--- config.mk ---
export PLATFORM = sky130hd
export DESIGN_NAME = xmit_block_ctrl
export DESIGN_NICKNAME = d
export VERILOG_FILES = /design/src/rtl/xmit_block_pkg.sv /design/src/rtl/xmit_cfg_table.sv /design/src/rtl/xmit_opc_match.sv /design/src/rtl/xmit_fu_gate.sv /design/src/rtl/xmit_block_ctrl.sv
export SDC_FILE = /design/constraint.sdc
export NUM_CORES = 1
export LEC_CHECK = 0
export BUFFER_PORTS_ARGS = -buffer_cell sky130_fd_sc_hd__buf_2
export CAP_MARGIN = 25
export CORE_AREA = 3 3 141 245
export CTS_CLUSTER_SIZE = 25
export DETAILED_ROUTE_END_ITERATION = 6
export DIE_AREA = 0 0 144 248
export GPL_TIMING_DRIVEN = 0
export PLACE_DENSITY = 0.42
export RECOVER_POWER = 25
export SYNTH_ARGS = -nofsm -noshare
export SYNTH_HDL_FRONTEND = slang
export SYNTH_SLANG_ARGS = --single-unit
--- constraint.sdc ---
create_clock -name clk -period 3.9 [get_ports clk]
set_clock_uncertainty 0.05 [all_clocks]
set_input_delay 0.195 -clock clk [delete_from_list [all_inputs] [get_ports clk]]
set_output_delay 0.195 -clock clk [all_outputs]
set_load 0.02 [all_outputs]
--- src/rtl/xmit_block_pkg.sv ---
package xmit_block_pkg;

  typedef enum logic [1:0] {
    GS_PASS   = 2'd0,
    GS_HOLD   = 2'd1,
    GS_KILLED = 2'd2
  } gate_state_e;

  localparam int unsigned DEF_NUM_FU      = 3;
  localparam int unsigned DEF_OPC_W       = 7;
  localparam int unsigned DEF_ROB_W       = 5;
  localparam int unsigned DEF_NUM_ENTRIES = 8;

endpackage

--- src/rtl/xmit_cfg_table.sv ---
module xmit_cfg_table #(
  parameter int unsigned NUM_ENTRIES = 8,
  parameter int unsigned OPC_W       = 7,
  parameter int unsigned ENT_IDX_W   = $clog2(NUM_ENTRIES)
) (
  input  logic                         clk,
  input  logic                         rst_n,
  input  logic                         cfg_we,
  input  logic [ENT_IDX_W-1:0]         cfg_idx,
  input  logic                         cfg_en,
  input  logic [OPC_W-1:0]             cfg_match,
  input  logic [OPC_W-1:0]             cfg_mask,
  output logic [NUM_ENTRIES-1:0]       ent_en,
  output logic [NUM_ENTRIES*OPC_W-1:0] ent_match,
  output logic [NUM_ENTRIES*OPC_W-1:0] ent_mask
);

  logic [NUM_ENTRIES-1:0]       en_q, en_d;
  logic [NUM_ENTRIES*OPC_W-1:0] match_q, match_d;
  logic [NUM_ENTRIES*OPC_W-1:0] mask_q, mask_d;
  logic [NUM_ENTRIES-1:0]       wr_sel;

  for (genvar k = 0; k < NUM_ENTRIES; k++) begin : g_sel
    assign wr_sel[k] = cfg_we && (cfg_idx == ENT_IDX_W'(k));
  end

  always_comb begin
    en_d    = en_q;
    match_d = match_q;
    mask_d  = mask_q;
    for (int k = 0; k < NUM_ENTRIES; k++) begin
      if (wr_sel[k]) begin
        en_d[k]                  = cfg_en;
        match_d[k*OPC_W +: OPC_W] = cfg_match;
        mask_d[k*OPC_W +: OPC_W]  = cfg_mask;
      end
    end
  end

  always_ff @(posedge clk or negedge rst_n) begin
    if (!rst_n) begin
      en_q    <= '0;
      match_q <= '0;
      mask_q  <= '0;
    end else if (cfg_we) begin
      en_q    <= en_d;
      match_q <= match_d;
      mask_q  <= mask_d;
    end
  end

  assign ent_en    = en_q;
  assign ent_match = match_q;
  assign ent_mask  = mask_q;

endmodule

--- src/rtl/xmit_opc_match.sv ---
module xmit_opc_match #(
  parameter int unsigned NUM_ENTRIES = 8,
  parameter int unsigned OPC_W       = 7
) (
  input  logic [OPC_W-1:0]             opcode,
  input  logic [NUM_ENTRIES-1:0]       ent_en,
  input  logic [NUM_ENTRIES*OPC_W-1:0] ent_match,
  input  logic [NUM_ENTRIES*OPC_W-1:0] ent_mask,
  output logic                         is_xmit
);

  logic [NUM_ENTRIES-1:0] hit;

  for (genvar k = 0; k < NUM_ENTRIES; k++) begin : g_ent
    logic [OPC_W-1:0] diff;
    assign diff   = (opcode ^ ent_match[k*OPC_W +: OPC_W]) & ent_mask[k*OPC_W +: OPC_W];
    assign hit[k] = ent_en[k] && (diff == '0);
  end

  assign is_xmit = |hit;

endmodule

--- src/rtl/xmit_fu_gate.sv ---
module xmit_fu_gate
  import xmit_block_pkg::*;
#(
  parameter int unsigned ROB_W = 5
) (
  input  logic             clk,
  input  logic             rst_n,
  input  logic             valid,
  input  logic [ROB_W-1:0] rob_idx,
  input  logic             taint,
  input  logic             is_xmit,
  input  logic             flush_valid,
  input  logic [ROB_W-1:0] flush_start,
  input  logic [ROB_W-1:0] flush_end,
  output logic             inhibit
);

  gate_state_e      state_q, state_d;
  logic [ROB_W-1:0] kill_idx_q, kill_idx_d;
  logic [ROB_W-1:0] off, span;
  logic             covered_now, killed_now, want;

  assign off         = rob_idx - flush_start;
  assign span        = flush_end - flush_start;
  assign covered_now = flush_valid && valid && (off <= span);
  assign killed_now  = (state_q == GS_KILLED) && valid && (rob_idx == kill_idx_q);
  assign want        = valid && taint && is_xmit;
  assign inhibit     = want && !covered_now && !killed_now;

  always_comb begin
    state_d    = state_q;
    kill_idx_d = kill_idx_q;
    if (covered_now) begin
      state_d    = GS_KILLED;
      kill_idx_d = rob_idx;
    end else if (killed_now) begin
      state_d = GS_KILLED;
    end else if (want) begin
      state_d = GS_HOLD;
    end else begin
      state_d = GS_PASS;
    end
  end

  always_ff @(posedge clk or negedge rst_n) begin
    if (!rst_n) begin
      state_q    <= GS_PASS;
      kill_idx_q <= '0;
    end else begin
      state_q    <= state_d;
      kill_idx_q <= kill_idx_d;
    end
  end

endmodule

--- src/rtl/xmit_block_ctrl.sv ---
module xmit_block_ctrl
  import xmit_block_pkg::*;
#(
  parameter int unsigned NUM_FU      = DEF_NUM_FU,
  parameter int unsigned OPC_W       = DEF_OPC_W,
  parameter int unsigned ROB_W       = DEF_ROB_W,
  parameter int unsigned NUM_ENTRIES = DEF_NUM_ENTRIES,
  parameter int unsigned ENT_IDX_W   = $clog2(NUM_ENTRIES)
) (
  input  logic                    clk,
  input  logic                    rst_n,
  input  logic                    cfg_we,
  input  logic [ENT_IDX_W-1:0]    cfg_idx,
  input  logic                    cfg_en,
  input  logic [OPC_W-1:0]        cfg_match,
  input  logic [OPC_W-1:0]        cfg_mask,
  input  logic [NUM_FU-1:0]       fu_valid,
  input  logic [NUM_FU*OPC_W-1:0] fu_opcode,
  input  logic [NUM_FU*ROB_W-1:0] fu_rob_idx,
  input  logic [NUM_FU-1:0]       fu_taint,
  input  logic                    flush_valid,
  input  logic [ROB_W-1:0]        flush_start,
  input  logic [ROB_W-1:0]        flush_end,
  output logic [NUM_FU-1:0]       fu_inhibit
);

  logic [NUM_ENTRIES-1:0]       ent_en;
  logic [NUM_ENTRIES*OPC_W-1:0] ent_match;
  logic [NUM_ENTRIES*OPC_W-1:0] ent_mask;

  xmit_cfg_table #(
    .NUM_ENTRIES(NUM_ENTRIES),
    .OPC_W      (OPC_W),
    .ENT_IDX_W  (ENT_IDX_W)
  ) u_table (
    .clk      (clk),
    .rst_n    (rst_n),
    .cfg_we   (cfg_we),
    .cfg_idx  (cfg_idx),
    .cfg_en   (cfg_en),
    .cfg_match(cfg_match),
    .cfg_mask (cfg_mask),
    .ent_en   (ent_en),
    .ent_match(ent_match),
    .ent_mask (ent_mask)
  );

  for (genvar u = 0; u < NUM_FU; u++) begin : g_fu
    logic is_xmit;

    xmit_opc_match #(
      .NUM_ENTRIES(NUM_ENTRIES),
      .OPC_W      (OPC_W)
    ) u_match (
      .opcode   (fu_opcode[u*OPC_W +: OPC_W]),
      .ent_en   (ent_en),
      .ent_match(ent_match),
      .ent_mask (ent_mask),
      .is_xmit  (is_xmit)
    );

    xmit_fu_gate #(
      .ROB_W(ROB_W)
    ) u_gate (
      .clk        (clk),
      .rst_n      (rst_n),
      .valid      (fu_valid[u]),
      .rob_idx    (fu_rob_idx[u*ROB_W +: ROB_W]),
      .taint      (fu_taint[u]),
      .is_xmit    (is_xmit),
      .flush_valid(flush_valid),
      .flush_start(flush_start),
      .flush_end  (flush_end),
      .inhibit    (fu_inhibit[u])
    );
  end

endmodule

**Word level (Yosys, flattened, before mapping)**

Index checks and enable logic that the tools add are counted.

- $add $sub $neg: 4
- $lt $le $gt $ge: 3
- Equal/unequal tests: 13
- Multiplexer cells: 9
- Bitwise gates (word level): 48
- Reduce and logical (&&, ||, !) cells: 98

Operators with widths:

| cell | count |
|---|---|
| bitwise AND 7 bit | 24 |
| zero test 7 bit | 24 |
| XOR 7 bit | 24 |
| logical AND 1 bit | 56 |
| OR reduction 8 bit | 3 |
| subtractor 5 bit | 4 |
| AND reduction 2 bit | 8 |
| equality test 5 bit | 3 |
| <= comparator 5 bit | 3 |
| equality test 3 bit (second input constant) | 4 |
| 2-to-1 mux 2 bit | 6 |
| equality test 2 bit (second input constant) | 3 |
| equality test 3 x 2 -> 1 bit (second input constant) | 2 |
| zero test 1 bit | 6 |
| equality test 3 x 1 -> 1 bit (second input constant) | 1 |
| zero test 3 bit | 1 |
| 2-to-1 mux 1 bit | 3 |

- Bits in registers: 141
- Input bits: 74
- Output and inout port bits: 3
- Logic and storage cells: 205

**Longest topological paths before layout**

- Depth in word-level cells: 9
- Mapped depth: 14
- Depth with buffers taken out: 13

**Hierarchy**

Synthesis repeated with hierarchy kept, for this count alone.

- Cell total of the unflattened synthesis: 803
- Area total of the unflattened synthesis: 9600.5 um^2

By module, submodules not included:

| module | times used | cells each | area each (um^2) | sequential area each (um^2) |
|---|---|---|---|---|
| xmit_cfg_table | 1 | 263 | 4642.0 | 3002.9 |
| xmit_opc_match | 3 | 106 | 914.6 | 0.0 |
| xmit_fu_gate | 3 | 74 | 738.2 | 175.2 |

**Least setup slack after synthesis**

Ideal clock, no wire load.

- Path type: input to register
- Start point: in flush_end[0]
- End point: reg g_fu[1].u_gate.kill_idx_q[0]
- Library setup time: 131 ps
- Data arrival time: 2472 ps
- Required time: 3719 ps
- Slack: 1247 ps
- Cell stages on the path: 14
- Buffers on the path: 1
- Cell sequence: inv_1 ha_1 inv_1 fa_1 inv_1 ha_1 nor2b_1 o21a_1 o21ai_0 o31ai_1 clkbuf_1 a211oi_1 nor3_1 o31ai_1

- Word-level cells in the longest chain between the ends: 3

RTL lines:

| element | RTL line | source |
|---|---|---|
| from (decl) | xmit_block_ctrl.sv:23 | `input logic [ROB_W-1:0] flush_end,` |
| subtractor 5 bit | xmit_fu_gate.sv:24 | `assign span = flush_end - flush_start;` |
| <= comparator 5 bit | xmit_fu_gate.sv:25 | `assign covered_now = flush_valid && valid && (off <= span);` |
| logical AND 1 bit | xmit_fu_gate.sv:25 |  |
| to (signal assigned) | xmit_fu_gate.sv:51 | `kill_idx_q <= kill_idx_d;` |
| to (decl) | xmit_fu_gate.sv:19 | `logic [ROB_W-1:0] kill_idx_q, kill_idx_d;` |

No other way between the ends.
A chain may end at the register's enable or synchronous reset.

**Worst setup path in the final report**

- Start point: in flush_start[1]
- End point: out fu_inhibit[0]

- Word-level cells in the longest chain between the ends: 6
- Elaborated cells on any way between the ends: 7
- Classes of those cells: add/sub (2); order compare (1); reduce/logical (4)

RTL lines:

| element | RTL line | source |
|---|---|---|
| from (decl) | xmit_block_ctrl.sv:22 | `input logic [ROB_W-1:0] flush_start,` |
| subtractor 5 bit (on tied branches) | xmit_fu_gate.sv:23, xmit_fu_gate.sv:24 |  |
| <= comparator 5 bit * | xmit_fu_gate.sv:25 |  |
| logical AND 1 bit * | xmit_fu_gate.sv:25 |  |
| zero test 1 bit * | xmit_fu_gate.sv:28 | `assign inhibit = want && !covered_now && !killed_now;` |
| logical AND 1 bit * (2 in series) | xmit_fu_gate.sv:28 |  |
| to (decl) | xmit_block_ctrl.sv:24 | `output logic [NUM_FU-1:0] fu_inhibit` |

Mark *: on every way between the ends. The rest lies on a longest branch, timed or not.

==> results.py <==
metrics = {
    "status": {
        "run_status": "complete, but fails checks",
        "failed_checks": "capacitance limit, slew limit",
    },
    "power": {
        "power.net_switching_mw": 1.99,
        "power.share.clock_pct": 30.2,
        "share_of_total_power_in_combinational_logic_pct": 30.8,
        "leakagePower_nw": 4.65,
        "intPower_mw": 3.79,
        "totalPowerFinal_mw": 5.79,
        "power.share.sequential_pct": 39.0,
        "netSwitchingFraction_pct": 34.4,
        "ir_drop_uv": 330,
        "p_per_area_nw_per_um2": 530,
    },
    "routing": {
        "final_antenna_net_count": 0,
        "drt_pass1_iterations": 6,
        "dr.first_iter.drc_count": 266,
        "route.vias.total": 7156,
        "detail_route.vias_per_cell": 5.23,
        "drt-wirelength-per-cell_um": 23.0,
        "drc": 0,
        "routed_wl_um": 31500,
    },
    "finish": {
        "num-fill-cells": 3359,
        "multiInputGateArea_um2": 5600,
        "drive_above_1_share_pct": 23.7,
        "num-nets-final": 1052,
        "layout.cell_area.non_filler_um2": 10900,
        "register_area_um2": 3530,
        "n_antenna_cell": 0,
        "areaGrowthSynthToFinish_pct": 15.6,
    },
    "timing": {
        "slew_headroom_pct": -95.2,
        "final_clock_period_utilization_by_the_worst_path_pct": 91.1,
        "report.final.slew_viol_count": 59,
        "setup-violations-final": 0,
        "timing_hold_violations_final": 0,
        "rsz0062_at_grt": "no",
        "period_needed_ps": 3550,
        "tns_ps": 0,
        "achievable-frequency_mhz": 281,
        "tightest_slew_ps": 2930,
    },
    "setup_path": {
        "r2r.worst_path.cells": 7,
        "critPathCaptureType": "output pin",
        "reg2reg_slack_ps": 1690,
        "reg2reg_to": "g_fu[2].u_gate.state_q[0]",
        "crit_fanout": 8,
        "critical_path_arrival_ps": 3310,
        "worst_r2r_startpoint": "u_table.ent_match[13]",
        "required_ps": 3650,
        "setup.worst_path.class": "in -> out",
        "type_of_origin_of_the_critical_path": "input pin",
    },
    "clock_network": {
        "clk_pin_slew_worst_paths_ps": 60,
        "tritoncts": "built",
        "cts-htree-levels": 4,
        "cts_resized": 0,
        "clock_path_buffers": 2,
        "clock_latency_ps": 450,
        "numCtsBuffers": 17,
        "cts.root.buffer_cell": "clkbuf_16",
        "cts.sinks": 141,
    },
    "placement": {
        "gp_congestion": 0.817,
        "hpwl_um": 24300,
        "detailed_place.area_um2": 10200,
        "portBuffers": 50,
    },
    "hold_path": {
        "hold_path_depth": 3,
        "min_path_type": "in -> reg",
        "timing.hold.worst.start": "fu_taint[0]",
        "min_delay_worst_endpoint": "g_fu[0].u_gate.state_q[0]",
    },
    "yosys": {
        "synthesis.nets": 975,
        "synthesis.area_um2": 9450,
        "synth_seq_cells": 141,
        "yosys-top-cells-area": "dfrtp_1 37%, xor2_1 16%, mux2_2 14%",
        "synth-edff-count": 0,
        "synth_seq_area_share_pct": 37.4,
        "synth_top_area_share_pct": 37.4,
        "asyncSetResetFlopFracSynth_pct": 100,
        "most_used_flip_flop_cell_after_synthesis": "dfrtp_1",
        "yosys_warnings": 0,
        "synthCells": 872,
        "yosysTopAreaCell": "dfrtp_1",
        "synth_cell_types": 53,
        "synth_area_per_cell_um2": 10.8,
    },
    "floorplanning": {
        "die_area_um2": 35700,
        "ios": 77,
        "chipWidth_um": 144,
        "die_height_um": 248,
        "floorplan_core_area_um2": 32900,
        "start_util_pct": 28.7,
        "std_cell_rows": 88,
    },
    "grt": {
        "grt_pass1_vias": 7429,
        "pin_count_of_the_biggest_net_entering_global_routing": 84,
        "first_pass_grt_wire_length_um": 47000,
        "grt_overflow": 0,
        "grt_util_all_layers_pct": 18.1,
        "number_of_antenna_violations_at_the_first_check_in_global_routing": 0,
    },
    "job": {
        "maxCapViolations": 1,
    },
}
[cell families (layout without fill, tap and decap cells)]
group	Yosys count	count (layout)	share of synthesized area [%]
fa+ha+maj	29	29	4.16
flops	141	141	37.4
simple gates	151	151	9.21
mux	125	125	15.1
xor+xnor	192	192	17.8
buf+inv	78	168	3.34
compound gates	156	156	13.0
[layout by cell type (no fill, tap or decap), types with 5 or more instances in the layout]
master	count
xor2_1	171
dfrtp_1	141
mux2_2	119
buf_2	54
clkbuf_1	43
nand4_1	34
inv_1	30
nand2_1	30
ha_1	25
nand3_1	24
a22oi_1	24
a22o_1	24
a221oi_1	24
a211oi_1	22
xnor2_1	21
clkbuf_16	17
nor3_1	16
o31ai_1	12
o22ai_1	10
o21ai_0	8
nor2b_1	7
nand4b_1	6
nor2_1	6
o21a_1	6
o211ai_1	5
nor4_1	5
mux2_4	5
dlygate4sd3_1	5
[power by group through the flow]
stage	sequential [mW]	clock, mW	combinational [mW]
after floorplan	2.17	0	1.32
after global placement	2.27	0	1.77
after detailed placement	2.29	0	1.79
after CTS	2.26	1.79	1.80
after global routing	2.32	1.85	1.98
final	2.26	1.75	1.78
[how the worst max path moves through the flow]
stage / slack [ps] / cells past startpoint / to / from
2_1_floorplan: 1250 / 14 / g_fu[1].u_gate.kill_idx_q[0] / flush_end[0]
3_5_place_dp: 230 / 12 / fu_inhibit[0] / flush_start[1]
6_report: 350 / 12 / fu_inhibit[0] / flush_start[1]
5_1_grt: 8 / 15 / fu_inhibit[2] / fu_rob_idx[10]
3_3_place_gp: 170 / 1 / u_table.ent_match[26] / rst_n
4_1_cts: 220 / 12 / fu_inhibit[0] / flush_start[1]
[what timing repair did]
action	in CTS	in global routing
endpoints found under the hold margin	62	0
setup buffers	0	0
hold buffers	5	0
[metrics by stage]
step	hold WS [ps]	util [%]	setup WS [ps]	std cells
2_1_floorplan	-151	-	1250	872
3_3_place_gp	430	31.0	169	1327
3_5_place_dp	121	31.1	230	1330
4_1_cts	1.45	33.2	225	1367
5_1_grt	24.6	33.2	8.12	1367
6_report	21.2	33.2	345	1367
[state kept, by name, summed over array words and instances (netlist names)]
name,flops
g_fu.u_gate.state_q,6
u_table.ent_en,8
u_table.ent_match,56
g_fu.u_gate.kill_idx_q,15
u_table.ent_mask,56
[metal layers]
metal  up-vias  routed length [µm]  track usage, %
met4         0                 902            6.01
li1       3352                   -               -
met3        42                 944            2.76
met5         -                   0               0
met1      3587               11900            19.9
met2       175               17700            34.8
[cell usage after synthesis (all sizes together), types with 2 or more instances]
cell and n:
xor2 171, dfrtp 141, mux2 125, clkbuf 41, nand4 34, nand2 31, inv 30, ha 25
a211oi 24, a221oi 24, a22o 24, a22oi 24, nand3 24, xnor2 21, nor3 18, o22ai 12
o31ai 12, o21ai 11, nor2 8, buf 7, nor2b 7, nand4b 6, nor3b 6, o21a 6
nor4 5, o211ai 5, or3 5, a21boi 4, a21o 4, fa 4, a21oi 3, a2bb2oi 2
and2 2, and3b 2
[worst max-delay path, cell delays in order]
cell	delay, ps
buf_2	130
inv_1	180
fa_1	500
xnor2_1	440
ha_1	340
nand3_1	80
o21ai_0	110
o31ai_1	330
a2bb2oi_2	200
nor4_1	460
buf_4	180
buf_2	150
[cell type report]
cell class | count | area share [%]
Tap cell | 405 | 4.64
Inverter | 30 | 1.03
Sequential cell | 141 | 32.3
Clock inverter | 9 | 1.21
Clock buffer | 23 | 4.47
Timing Repair Buffer | 58 | 3.16
Buffer | 48 | 1.86
Multi-Input combinational cell | 653 | 51.3
Note: power is estimated with default switching activity, not from simulation.
